### config.mk
export PLATFORM = sky130hd
export DESIGN_NAME = alarm_irq_ctrl
export DESIGN_NICKNAME = d
export VERILOG_FILES = /design/src/rtl/alarm_irq_pkg.sv /design/src/rtl/alarm_cfg_reg.sv /design/src/rtl/alarm_flag_bank.sv /design/src/rtl/alarm_pin_drv.sv /design/src/rtl/alarm_irq_ctrl.sv
export SDC_FILE = /design/constraint.sdc
export NUM_CORES = 1
export LEC_CHECK = 0
export ABC_AREA = 1
export CAP_MARGIN = 0
export CORE_AREA = 2 2 39 41
export CTS_BUF_LIST = sky130_fd_sc_hd__clkbuf_4
export DETAILED_ROUTE_END_ITERATION = 12
export DIE_AREA = 0 0 41 43
export PLACE_DENSITY = 0.51
export SYNTH_ARGS = -nofsm -noshare
export SYNTH_HDL_FRONTEND = slang
export SYNTH_SLANG_ARGS = --single-unit
### constraint.sdc
create_clock -name clk_i -period 1 [get_ports clk_i]
set_input_delay 0.2 -clock clk_i [delete_from_list [all_inputs] [get_ports clk_i]]
set_output_delay 0.2 -clock clk_i [all_outputs]
set_load 0.01 [all_outputs]
### src/rtl/alarm_irq_pkg.sv
package alarm_irq_pkg;
  typedef enum logic {
    PIN_SQW = 1'b0,
    PIN_IRQ = 1'b1
  } pin_mode_e;
endpackage

### src/rtl/alarm_cfg_reg.sv
module alarm_cfg_reg
  import alarm_irq_pkg::*;
#(
  parameter int NUM_ALARMS = 2
) (
  input  logic                  clk_i,
  input  logic                  rst_ni,
  input  logic                  we_i,
  input  logic                  mode_i,
  input  logic [NUM_ALARMS-1:0] en_i,
  output pin_mode_e             mode_q_o,
  output logic [NUM_ALARMS-1:0] en_q_o,
  output pin_mode_e             mode_d_o,
  output logic [NUM_ALARMS-1:0] en_d_o
);
  assign mode_d_o = we_i ? pin_mode_e'(mode_i) : mode_q_o;
  assign en_d_o   = we_i ? en_i : en_q_o;

  always_ff @(posedge clk_i or negedge rst_ni) begin
    if (!rst_ni) begin
      mode_q_o <= PIN_SQW;
      en_q_o   <= '0;
    end else begin
      mode_q_o <= mode_d_o;
      en_q_o   <= en_d_o;
    end
  end
endmodule

### src/rtl/alarm_flag_bank.sv
module alarm_flag_bank #(
  parameter int NUM_ALARMS = 2
) (
  input  logic                  clk_i,
  input  logic                  rst_ni,
  input  logic [NUM_ALARMS-1:0] match_i,
  input  logic [NUM_ALARMS-1:0] clr_i,
  output logic [NUM_ALARMS-1:0] flag_q_o,
  output logic [NUM_ALARMS-1:0] flag_d_o
);
  for (genvar g = 0; g < NUM_ALARMS; g++) begin : g_flag
    logic q;
    // match wins over a same-cycle clear
    assign flag_d_o[g] = match_i[g] | (q & ~clr_i[g]);
    always_ff @(posedge clk_i or negedge rst_ni) begin
      if (!rst_ni) q <= 1'b0;
      else         q <= flag_d_o[g];
    end
    assign flag_q_o[g] = q;
  end
endmodule

### src/rtl/alarm_pin_drv.sv
module alarm_pin_drv
  import alarm_irq_pkg::*;
#(
  parameter int NUM_ALARMS = 2
) (
  input  logic                  clk_i,
  input  logic                  rst_ni,
  input  pin_mode_e             mode_d_i,
  input  logic [NUM_ALARMS-1:0] en_d_i,
  input  logic [NUM_ALARMS-1:0] flag_d_i,
  input  logic                  sqw_i,
  output logic                  out_n_o
);
  logic irq_req;
  logic pull_low;

  assign irq_req  = |(flag_d_i & en_d_i);
  assign pull_low = (mode_d_i == PIN_IRQ) ? irq_req : ~sqw_i;

  always_ff @(posedge clk_i or negedge rst_ni) begin
    if (!rst_ni) out_n_o <= 1'b1;
    else         out_n_o <= ~pull_low;
  end
endmodule

### src/rtl/alarm_irq_ctrl.sv
module alarm_irq_ctrl
  import alarm_irq_pkg::*;
#(
  parameter int NUM_ALARMS = 2
) (
  input  logic                  clk_i,
  input  logic                  rst_ni,
  input  logic [NUM_ALARMS-1:0] match_i,
  input  logic [NUM_ALARMS-1:0] clr_i,
  input  logic                  sqw_i,
  input  logic                  cfg_we_i,
  input  logic                  cfg_mode_i,
  input  logic [NUM_ALARMS-1:0] cfg_en_i,
  output logic [NUM_ALARMS-1:0] flags_o,
  output logic                  out_n_o
);
  pin_mode_e             mode_q, mode_d;
  logic [NUM_ALARMS-1:0] en_q, en_d;
  logic [NUM_ALARMS-1:0] flag_d;

  alarm_cfg_reg #(.NUM_ALARMS(NUM_ALARMS)) u_cfg (
    .clk_i    (clk_i),
    .rst_ni   (rst_ni),
    .we_i     (cfg_we_i),
    .mode_i   (cfg_mode_i),
    .en_i     (cfg_en_i),
    .mode_q_o (mode_q),
    .en_q_o   (en_q),
    .mode_d_o (mode_d),
    .en_d_o   (en_d)
  );

  alarm_flag_bank #(.NUM_ALARMS(NUM_ALARMS)) u_flags (
    .clk_i    (clk_i),
    .rst_ni   (rst_ni),
    .match_i  (match_i),
    .clr_i    (clr_i),
    .flag_q_o (flags_o),
    .flag_d_o (flag_d)
  );

  alarm_pin_drv #(.NUM_ALARMS(NUM_ALARMS)) u_pin (
    .clk_i    (clk_i),
    .rst_ni   (rst_ni),
    .mode_d_i (mode_d),
    .en_d_i   (en_d),
    .flag_d_i (flag_d),
    .sqw_i    (sqw_i),
    .out_n_o  (out_n_o)
  );
endmodule

==> Word level (Yosys, flattened, before mapping) <==
Cells that the tools add are included.
{ "classes": {"div_mod_pow": 0, "add_sub_neg": 0, "shift": 0, "reduce_logical": 1, "n_bitwise": 9, "n_lt_le_gt_ge": 0, "mul": 0, "n_eq_ne": 0, "n_mux": 3} }
{ "ops": {"columns": ["operator", "n"], "rows": [
  ["1-bit inverter", 4],
  ["1-bit bitwise AND", 2],
  ["2-bit bitwise AND", 1],
  ["1-bit 2-to-1 mux", 2],
  ["2-bit 2-to-1 mux", 1],
  ["1-bit OR", 2],
  ["2-bit OR reduction", 1]
]} }
{ "word_totals": {"elab_cells": 18, "memories": 0, "regBits": 6, "rom_bits": 0, "in_bits": 11, "ramBits": 0, "latchBits": 0} }

==> Depth between registers and ports, before layout <==
{ "depth": {"depth_word": 7, "mapped_depth": 6} }

==> Hierarchy <==
From an unflattened synthesis, not the netlist that was laid out.
{ "hier_totals": {"cells_unflattened": 32, "hier_area_um2": 257.7} }
{ "by_module_without_submodules": {"columns": ["mod", "area_each_um2", "cells_per_inst", "n_inst"], "rows": [
  ["alarm_cfg_reg", 112.6, 13, 1],
  ["alarm_flag_bank", 95.1, 12, 1],
  ["alarm_pin_drv", 50.0, 7, 1]
]} }

==> Worst setup path after synthesis <==
No wires, ideal clock.
{ "synth_path": {"path_kind": "reg2reg", "start": "register u_flags.g_flag[0].q", "end": "register u_pin.out_n_o", "stages_incl_launch_ff": 6, "path_slack_ns": 0.280, "setup_ns": 0.060, "t_arrival_ns": 0.660, "t_required_ns": 0.940, "synth_period_minus_slack_ns": 0.720, "n_path_buf": 0, "cell_sequence": "dfrtp_1 nand2_1 nand2_4 nand2_1 nand3_1 nand2_1"} }
{ "synth_via": {"elab_chain_cells": 6} }
{ "synth_rtl": {"columns": ["item", "line_no", "text"], "rows": [
  ["start: declaration", "alarm_flag_bank.sv:12", "logic q;"],
  ["start signal: assignment", "alarm_flag_bank.sv:17", "else q <= flag_d_o[g];"],
  ["1-bit bitwise AND", "alarm_flag_bank.sv:14", "assign flag_d_o[g] = match_i[g] | (q & ~clr_i[g]);"],
  ["1-bit OR", "alarm_flag_bank.sv:14", null],
  ["via flag_d[0]", "alarm_irq_ctrl.sv:19", "logic [NUM_ALARMS-1:0] flag_d;"],
  ["2-bit bitwise AND", "alarm_pin_drv.sv:17", "assign irq_req = |(flag_d_i & en_d_i);"],
  ["2-bit OR reduction", "alarm_pin_drv.sv:17", null],
  ["1-bit 2-to-1 mux", "alarm_pin_drv.sv:18", "assign pull_low = (mode_d_i == PIN_IRQ) ? irq_req : ~sqw_i;"],
  ["1-bit inverter", "alarm_pin_drv.sv:22", "else out_n_o <= ~pull_low;"],
  ["end signal: assignment", "alarm_pin_drv.sv:22", null],
  ["end: declaration", "alarm_pin_drv.sv:12", "output logic out_n_o"]
]} }
The timed path passes the listed nets, and every way through them passes these cells.

==> Final worst setup path <==
{ "layout_path": {"start": "register u_pin.out_n_o", "end": "output out_n_o"} }
{ "layout_rtl": {"columns": ["item", "line_no", "text"], "rows": [
  ["end: declaration", "alarm_irq_ctrl.sv:15", "output logic out_n_o"]
]} }
No word-level cell between the ends.

==> flow_summary.json <==
{
  "outcome": "finished, violations left",
  "violations": "negative setup slack",
  "finalCritPeriodShare": 1.04,
  "core-area_sq_mm": 0.00138,
  "synth_seq_cells": 6,
  "diodes": 0,
  "vias": 225,
  "syn_avg_cell_area_sq_um": 8.72,
  "synth_cell_types": 9,
  "cp-end-kind": "output pin",
  "wl_per_cell_um": 7.77,
  "drive_gt1_frac": 0.283,
  "required_ns": 0.80,
  "synthSimpleGateAreaFrac": 0.315,
  "irDropWorstVdd_mv": 0.427,
  "synth.top_cell.area_share": 0.463,
  "grt_first_pass_wirelength_um": 807,
  "ant_nets": 0,
  "cts_buffers": 3,
  "layout_common_cells": "nand2_1 (12), clkdlybuf4s50_1 (9), dfrtp_1 (5)",
  "cts_hold_buf": 0,
  "synth_xor_xnor_area_share": 0,
  "clock-sinks": 6,
  "drc": 0,
  "setup.worst_path.class": "reg2out",
  "nets": 58,
  "initial_core_util": 0.195,
  "combPwrFrac": 0.165,
  "final_cells": 62,
  "first_pass_iters": 2,
  "syn2layout_area_growth_pct": 58.8,
  "setup_slack_ns": -0.0448,
  "row_count": 14,
  "cts_tree": "built",
  "synth_warnings": 0,
  "final_common_cell": "nand2_1",
  "synth_fp_nets": 42,
  "swShare": 0.228,
  "startpoint_type": "register",
  "grt_max_degree": 7,
  "slowest_delay_ns": 0.52,
  "antenna_found_initial": 0,
  "slowest_stage": "dfstp_2",
  "crit_fanout": 1,
  "switchingPower_uw": 150,
  "post-cts-setup-buffers": 0,
  "clock.fmax_ghz": 0.957,
  "power_frac_clock": 0.418,
  "leakagePower_uw": 0.000227,
  "postSynthCellCount": 31,
  "post-route-min-period_ns": 1.04,
  "grt_remaining_overflow": 0,
  "maxCapViolCount": 0,
  "clkTransAtPathRegs_ns": 0.06,
  "seq_power_share": 0.417,
  "hold_class": "in2async",
  "insertion_delay_ns": 0.25,
  "h-tree-depth": 1,
  "gp_congestion": 0.698,
  "synth.area.mux_share": 0,
  "synth-seq-area-share": 0.560,
  "path_cells": "buf_6",
  "power.internal_uw": 510,
  "io_pins": 14,
  "slew_violations": 0,
  "wl_um": 482,
  "dp_cells": 58,
  "tightestPinTransition_ns": 0.270,
  "synth_top_family_by_area": "simple AND/OR/NAND/NOR gates",
  "netlist_area_sq_um": 270,
  "die_h_um": 43,
  "dieArea_sq_mm": 0.00176,
  "die_width_um": 41,
  "vias_per_cell": 3.63,
  "drtIter0Drc": 1,
  "timing.hold.ws_ns": 0.185,
  "synth_compound_area_frac": 0,
  "portBuffers": 13,
  "clk_path_buf_depth": 2,
  "dp_hpwl_um": 379,
  "slew_headroom": 0.819,
  "synthAdderAreaFrac": 0,
  "grt_pass1_vias": 204,
  "yosys.area.top_type": "dfrtp_1",
  "crit_family": "flip-flops",
  "hold_viol_final": 0,
  "rsz0062_at_grt": "true",
  "finalSetupViolCount": 1,
  "yosys-top-cells-area": "dfrtp_1 (46%), nand2_1 (17%), dfstp_2 (9.7%)",
  "power.density_mw_per_mm2": 1540,
  "path_buf_inv": 1,
  "finClkSkew_ns": 0.0138,
  "root_buffer": "clkbuf_4",
  "gr-usage-all-layers": 0.0796,
  "worstPathArrival_ns": 0.84
}
-- synthesized netlist by cell type, drive strengths merged --
cell type / count
buf: 2
dfstp: 1
nand3: 2
nand2: 16
dfrtp: 5
inv: 5
-- final cells by class --
class,count,area [sq um]
Sequential cell,6,151
Fill cell,146,955
Tap cell,16,20.0
Timing Repair Buffer,13,124
Multi-Input combinational cell,18,85.1
Clock buffer,4,30.0
Inverter,5,18.8
-- stage by stage --
step | utilization | total power, uW | setup TNS (ns) | setup WS [ns] | cell area (sq um)
4_1_cts | 0.308 | 670 | -0.0556 | -0.0556 | 427
2_1_floorplan | - | 330 | 0 | 0.280 | 270
3_5_place_dp | 0.293 | 394 | -0.752 | -0.210 | 405
5_1_grt | 0.310 | 698 | -0.0799 | -0.0799 | 429
3_3_place_gp | 0.293 | 393 | -0.712 | -0.209 | 405
6_report | 0.310 | 660 | -0.0448 | -0.0448 | 429
-- final timing paths --
kind	cells after the start	from	to	slack, ns
setup / recovery	1	u_pin.out_n_o	out_n_o	-0.04
hold / removal	1	rst_ni	u_flags.g_flag[1].q	0.18
setup reg to reg	5	u_flags.g_flag[0].q	u_pin.out_n_o	0.25
min in group clk_i	3	cfg_we_i	u_cfg.en_q_o[1]	0.30
hold reg to reg	2	u_cfg.en_q_o[1]	u_cfg.en_q_o[1]	0.47
max in group asynchronous	1	rst_ni	u_pin.out_n_o	0.53
-- layer usage --
metal | wire [um] | vias up | share of wire | global-route usage
li1 | - | 119 | - | -
met1 | 211 | 97 | 0.44 | 0.0847
met2 | 221 | 9 | 0.46 | 0.0906
met3 | 49 | 0 | 0.10 | 0.0628
met4 | 0 | 0 | 0 | 0.0800
met5 | 0 | - | 0 | 0
-- timing repair --
item                                   4_1_cts  5_1_grt
resized for setup                           13        1
setup endpoints to repair                    3        2
cloned                                       0        0
endpoints found under the hold margin        0        0
-- logic make-up after synthesis --
kind of cell / after synthesis
simple gates: 18
buf+inv: 7
flops: 6
-- flip-flops by register name, summed over array words and instances, names as in the netlist --
register,flops
u_flags.g_flag.q,2
u_cfg.mode_q_o,1
u_pin.out_n_o,1
u_cfg.en_q_o,2
-- power groups by stage --
stage	registers (uW)	logic, uW	clock network (uW)
3_3_place_gp	278	115	0
5_1_grt	278	124	296
2_1_floorplan	280	49.4	0
6_report	275	109	276
3_5_place_dp	278	116	0
4_1_cts	275	112	282
(Power assumes the default switching activity.)
